===== src/rtl/pt_walker_pkg.sv =====
package pt_walker_pkg;

  localparam int PTE_W   = 32;
  localparam int VLD_POS = 31;
  localparam int DRT_POS = 30;
  localparam int REF_POS = 29;
  localparam int WRP_POS = 28;

  typedef enum logic [2:0] {
    S_IDLE   = 3'd0,
    S_RREQ   = 3'd1,
    S_RWAIT  = 3'd2,
    S_CHECK  = 3'd3,
    S_WBACK  = 3'd4,
    S_REFILL = 3'd5,
    S_FAULT  = 3'd6
  } walk_state_t;

endpackage


===== src/rtl/pt_addr_gen.sv =====
module pt_addr_gen #(
  parameter int ADDR_W = 32,
  parameter int VPN_W  = 20
) (
  input  logic [ADDR_W-1:0] base,
  input  logic [VPN_W-1:0]  vpn,
  output logic [ADDR_W-1:0] addr
);

  localparam int ENTRY_SHIFT = 2;

  logic [ADDR_W-1:0] offset;

  always_comb begin
    offset = ADDR_W'(vpn) << ENTRY_SHIFT;
    addr   = base + offset;
  end

endmodule


===== src/rtl/pt_pte_eval.sv =====
module pt_pte_eval
  import pt_walker_pkg::*;
#(
  parameter int PPN_W = 18
) (
  input  logic [PTE_W-1:0] pte,
  input  logic             is_write,
  output logic             present,
  output logic [PPN_W-1:0] ppn,
  output logic             writable,
  output logic             need_wb,
  output logic [PTE_W-1:0] wb_word
);

  localparam logic [PTE_W-1:0] REF_MASK = PTE_W'(1) << REF_POS;
  localparam logic [PTE_W-1:0] DRT_MASK = PTE_W'(1) << DRT_POS;

  always_comb begin
    present  = pte[VLD_POS];
    ppn      = pte[PPN_W-1:0];
    writable = pte[WRP_POS];
    need_wb  = present && (!pte[REF_POS] || (is_write && !pte[DRT_POS]));
    wb_word  = pte | REF_MASK | (is_write ? DRT_MASK : '0);
  end


  always_comb begin
    if (need_wb && is_write) begin
      store_marks_dirty_chk: assert (wb_word[DRT_POS] && wb_word[REF_POS]);
    end
  end

endmodule


===== src/rtl/pt_walk_fsm.sv =====
module pt_walk_fsm
  import pt_walker_pkg::*;
(
  input  logic        clk,
  input  logic        rst_n,
  input  logic        start,
  input  logic        rvalid,
  input  logic        present,
  input  logic        need_wb,
  output walk_state_t state_q,
  output logic        cap_req,
  output logic        cap_pte
);

  walk_state_t state_d;

  always_comb begin
    state_d = state_q;
    unique case (state_q)
      S_IDLE:   if (start) state_d = S_RREQ;
      S_RREQ:   state_d = S_RWAIT;
      S_RWAIT:  if (rvalid) state_d = S_CHECK;
      S_CHECK: begin
        if (!present)     state_d = S_FAULT;
        else if (need_wb) state_d = S_WBACK;
        else              state_d = S_REFILL;
      end
      S_WBACK:  state_d = S_REFILL;
      S_REFILL: state_d = S_IDLE;
      S_FAULT:  state_d = S_IDLE;
      default:  state_d = S_IDLE;
    endcase
  end

  always_comb begin
    cap_req = (state_q == S_IDLE) && start;
    cap_pte = (state_q == S_RWAIT) && rvalid;
  end

  always_ff @(posedge clk or negedge rst_n) begin
    if (!rst_n) state_q <= S_IDLE;
    else        state_q <= state_d;
  end


  wait_hold_chk: assert property (@(posedge clk) disable iff (!rst_n)
    (state_q == S_RWAIT && !rvalid) |=> (state_q == S_RWAIT));

endmodule


===== src/rtl/pt_walker.sv =====
module pt_walker
  import pt_walker_pkg::*;
#(
  parameter int ADDR_W = 32,
  parameter int VPN_W  = 20,
  parameter int PPN_W  = 18
) (
  input  logic              clk,
  input  logic              rst_n,
  input  logic              miss_start,
  input  logic [VPN_W-1:0]  miss_vpn,
  input  logic              miss_write,
  input  logic [ADDR_W-1:0] pt_base,
  output logic              busy,
  output logic              mem_req,
  output logic              mem_we,
  output logic [ADDR_W-1:0] mem_addr,
  output logic [PTE_W-1:0]  mem_wdata,
  input  logic              mem_rvalid,
  input  logic [PTE_W-1:0]  mem_rdata,
  output logic              refill_valid,
  output logic [VPN_W-1:0]  refill_vpn,
  output logic [PPN_W-1:0]  refill_ppn,
  output logic              refill_writable,
  output logic              fault,
  output logic [VPN_W-1:0]  fault_vpn
);

  localparam int SYNC_STAGES = 2;

  logic [SYNC_STAGES-1:0] rst_pipe;
  logic                   rst_sync_n;

  always_ff @(posedge clk or negedge rst_n) begin
    if (!rst_n) rst_pipe <= '0;
    else        rst_pipe <= {rst_pipe[SYNC_STAGES-2:0], 1'b1};
  end
  assign rst_sync_n = rst_pipe[SYNC_STAGES-1];

  walk_state_t       state_q;
  logic              cap_req, cap_pte;
  logic [VPN_W-1:0]  vpn_q;
  logic [ADDR_W-1:0] base_q;
  logic              wr_q;
  logic [PTE_W-1:0]  pte_q;
  logic              present, need_wb, writable;
  logic [PPN_W-1:0]  ppn;
  logic [PTE_W-1:0]  wb_word;
  logic [ADDR_W-1:0] entry_addr;

  pt_walk_fsm u_fsm (
    .clk     (clk),
    .rst_n   (rst_sync_n),
    .start   (miss_start),
    .rvalid  (mem_rvalid),
    .present (present),
    .need_wb (need_wb),
    .state_q (state_q),
    .cap_req (cap_req),
    .cap_pte (cap_pte)
  );

  always_ff @(posedge clk) begin
    if (cap_req) begin
      vpn_q  <= miss_vpn;
      base_q <= pt_base;
      wr_q   <= miss_write;
    end
    if (cap_pte) pte_q <= mem_rdata;
  end

  pt_addr_gen #(.ADDR_W(ADDR_W), .VPN_W(VPN_W)) u_addr (
    .base (base_q),
    .vpn  (vpn_q),
    .addr (entry_addr)
  );

  pt_pte_eval #(.PPN_W(PPN_W)) u_eval (
    .pte      (pte_q),
    .is_write (wr_q),
    .present  (present),
    .ppn      (ppn),
    .writable (writable),
    .need_wb  (need_wb),
    .wb_word  (wb_word)
  );

  always_comb begin
    busy            = (state_q != S_IDLE);
    mem_req         = (state_q == S_RREQ) || (state_q == S_WBACK);
    mem_we          = (state_q == S_WBACK);
    mem_addr        = entry_addr;
    mem_wdata       = wb_word;
    refill_valid    = (state_q == S_REFILL);
    refill_vpn      = vpn_q;
    refill_ppn      = ppn;
    refill_writable = writable;
    fault           = (state_q == S_FAULT);
    fault_vpn       = vpn_q;
  end


  idle_quiet_chk: assert property (@(posedge clk) disable iff (!rst_sync_n)
    !busy |-> (!mem_req && !refill_valid && !fault));


  first_read_chk: assert property (@(posedge clk) disable iff (!rst_sync_n)
    $rose(busy) |-> (mem_req && !mem_we));


  wb_then_refill_chk: assert property (@(posedge clk) disable iff (!rst_sync_n)
    (mem_req && mem_we) |=> refill_valid);


  end_release_chk: assert property (@(posedge clk) disable iff (!rst_sync_n)
    (refill_valid || fault) |=> !busy);


  req_hold_chk: assert property (@(posedge clk) disable iff (!rst_sync_n)
    (busy && !refill_valid && !fault) |=> $stable(vpn_q));

endmodule


===== config.mk =====
export PLATFORM = sky130hd
export DESIGN_NAME = pt_walker
export DESIGN_NICKNAME = d
export VERILOG_FILES = /design/src/rtl/pt_walker_pkg.sv /design/src/rtl/pt_addr_gen.sv /design/src/rtl/pt_pte_eval.sv /design/src/rtl/pt_walk_fsm.sv /design/src/rtl/pt_walker.sv
export SDC_FILE = /design/constraint.sdc
export NUM_CORES = 1
export LEC_CHECK = 0
export ABC_CLOCK_PERIOD_IN_PS = 2600
export BUFFER_PORTS_ARGS = -buffer_cell sky130_fd_sc_hd__buf_2
export CORE_ASPECT_RATIO = 1.75
export CORE_MARGIN = 2
export CORE_UTILIZATION = 25
export DETAILED_ROUTE_END_ITERATION = 10
export GPL_TIMING_DRIVEN = 0
export PLACE_DENSITY = 0.47
export SYNTH_ARGS = -nofsm -noshare
export SYNTH_HDL_FRONTEND = slang
export SYNTH_SLANG_ARGS = --single-unit

===== constraint.sdc =====
create_clock -name clk -period 2.6 [get_ports clk]
set_input_delay 0.52 -clock clk [delete_from_list [all_inputs] [get_ports clk]]
set_output_delay 0.52 -clock clk [all_outputs]
set_load 0.02 [all_outputs]

==> impl_metrics.ini <==
[power]
clkPwrFrac = 0.190
leakagePower_nw = 3.27
peakVddDrop_mv = 0.478
switching_share = 0.385
p_switching_mw = 2.78
internal_power_mw = 4.44
cellPowerDensity_mw_per_mm2 = 940
seqPwrFrac = 0.288
power_frac_comb = 0.522

[global_route]
first_global_vias = 4186
grt_pass1_wl_mm = 21.6
antenna_found_initial = 0
grt_max_degree = 29
grt_overflow = 0
grt.total_usage = 0.137

[critical_path]
required_ps = 2080
crit_type = flop to primary output
cp.arrival_ps = 2780
cp-end-kind = primary output
start_kind = flop
cp_max_fo = 4
cp-startpoint = fault_vpn[0]$_DFFE_PP_
r2r-start = u_fsm.state_q[0]$_DFFE_PN0P_

[cts]
root_buffer = clkbuf_16
cts_tree = yes
cts_made_buffers = 9
cts_buffer_depth = 2
insertion_delay_ps = 350
clock-sinks = 90
ctsHtreeMaxLevel = 3
clk_pin_slew_ps = 60

[synthesis]
netlist_top_cells_count = edfxtp_1 (85), buf_4 (71), ha_1 (20)
synth_top_area_cell = edfxtp_1
syn_inst = 398
ys.flop_type = edfxtp_1
yosysWarnings = 0
synth_edf_count = 85
synth.area.top_cells = edfxtp_1 (52%), buf_4 (11%), ha_1 (5.1%)
syn_area_mm2 = 0.00493
synth-seq-cells = 90
post-synth-top-count-cell = edfxtp_1
async_reset_ff_frac = 0.0556
synth_cell_types = 72
yosys.area.top_type_share = 0.518
seq_area_frac_synth = 0.543
avgSynthCellArea_um2 = 12.4

[timing]
finalHoldViolCount = 0
max_slew.worst_pin.slew_ps = 829
fin_crit_sh = 1.27
setup_viol = 25
setup_slack_ps = -697
rsz0062_at_grt = true
max_freq_ghz = 0.303
slew_headroom = 0.446
finalWorstPathRequiredPeriod_ps = 3300
finClkSkew_ps = 7.07
slew_violations = 0

[detailed_routing]
dr.pass1.iters = 4
routed_wl_mm = 13.9
drc = 0
drt_iter0_markers = 138
antenna_left = 0
wire_per_inst_um = 15.2
vias = 3932
vias_per_cell = 4.29

[job]
drv_cap = 0

[die]
start_util = 0.252
rows = 68
die_area_mm2 = 0.0209
coreArea_mm2 = 0.0196
io_pins = 217
die_width_um = 110
die_h_um = 190

[min_path]
hold_path_class = flop to async pin

[run_status]
outcome = finished with violations
violations = setup timing

[cells_and_area]
synthToLayoutAreaGrowth_pct = 55.7
fin_nets = 777
fin_util = 0.392
fin_cells = 917
layout-drive-gt1-share = 0.662
num_antenna_cells = 0

[placed_design]
dp.cells = 862
post-dp-hpwl_mm = 10.9
port_buffers = 215
gp_congestion = 0.797
[stage by stage]
step	total power [mW]	hold slack [ps]	setup WS, ps	setup TNS (ps)	cell area (um2)
floorplan	4.26	26.5	-308	-2000	5160
CTS	7.17	49.5	-757	-11800	7500
global route	7.63	59.1	-820	-13620	7670
detailed placement	5.23	43.3	-445	-5260	6590
global placement	5.16	44.3	-404	-11030	6540
finish	7.21	45.8	-697	-10860	7670
[metal layers]
layer  global-route usage  routed length (um)
met3               0.0432                1110
met2                0.255                7780
met4               0.0620                 322
met1                0.133                4690
met5                    0                   0
[cell type report]
cell class                      instances  area (um2)
Inverter                               15        56.3
Timing Repair Buffer                  258        1540
Sequential cell                        90        2680
Multi-Input combinational cell        211        2150
Clock inverter                          3        47.5
Clock buffer                           13         260
Buffer                                 82         631
Tap cell                              245         307
Fill cell                            1934       11900
[cell families (layout without fill, tap and decap cells)]
| logic type | after synthesis | after routing | share of synthesized area |
|---|---|---|---|
| buffers and inverters | 98 | 371 | 0.139 |
| adders and majority gates | 21 | 21 | 0.0549 |
| and+or+nand+nor | 88 | 88 | 0.0978 |
| xor gates and xnor gates | 21 | 21 | 0.0373 |
| other | 1 | 2 | 0.000761 |
| AOI/OAI and AO/OA | 77 | 77 | 0.123 |
| muxes | 2 | 2 | 0.00406 |
| DFF | 90 | 90 | 0.543 |
[layout by cell type (no fill, tap or decap), types with 6 or more instances in the layout]
master | Yosys | layout
a21oi_1 | 15 | 8
a21oi_2 | 4 | 8
buf_2 | 3 | 190
buf_4 | 71 | 124
buf_6 | 6 | 18
clkbuf_16 | 0 | 9
edfxtp_1 | 85 | 85
ha_1 | 20 | 9
ha_4 | 0 | 10
inv_1 | 14 | 13
nand2_1 | 16 | 13
nand3_1 | 13 | 7
nand3_2 | 0 | 6
nor2_1 | 18 | 13
nor3_1 | 7 | 6
o21ai_0 | 8 | 6
xnor2_1 | 15 | 6
xnor2_2 | 0 | 9
[repair_timing]
item,in CTS,in global routing
setup buffers,27,13
setup endpoints to repair,25,26
resized for setup,89,18
endpoints found under the hold margin,2,0
hold buffers,1,0
pin swaps,29,23
[state kept, by name, summed over array words and instances (netlist names)]
signal         cells
base_q            32
pte_q             32
fault_vpn         20
u_fsm.state_q      3
rst_pipe           2
wr_q               1
[critical path, cell delays in order, from the launching register on]
cell	delay, ps
edfxtp_1	360
ha_2	200
inv_2	40
fa_2	330
and2b_4	270
o2111ai_4	170
a211o_1	360
a21oi_4	200
o2111ai_2	160
xnor2_2	180
buf_4	150
[final timing paths]
check                                                    end  slack [ps]  cells after the start
worst max-delay path                            mem_addr[26]        -700                     10
worst min-delay path            u_fsm.state_q[2]$_DFFE_PN0P_          50                      0
worst max register to register          base_q[23]$_DFFE_PP_         290                      4
worst min register to register  u_fsm.state_q[2]$_DFFE_PN0P_          50                      0
max in group asynchronous              rst_pipe[1]$_DFF_PN0_        2040                      2
min in group clk                         pte_q[24]$_DFFE_PP_         330                      1
[power groups by stage]
stage               clock network [mW]  registers, mW  logic (mW)
global route                      1.46           2.11        4.06
floorplan                            0           2.12        2.14
finish                            1.37           2.08        3.77
CTS                               1.42           2.07        3.68
detailed placement                   0           2.10        3.13
global placement                     0           2.11        3.06
Note: power is estimated with default switching activity, not from simulation.
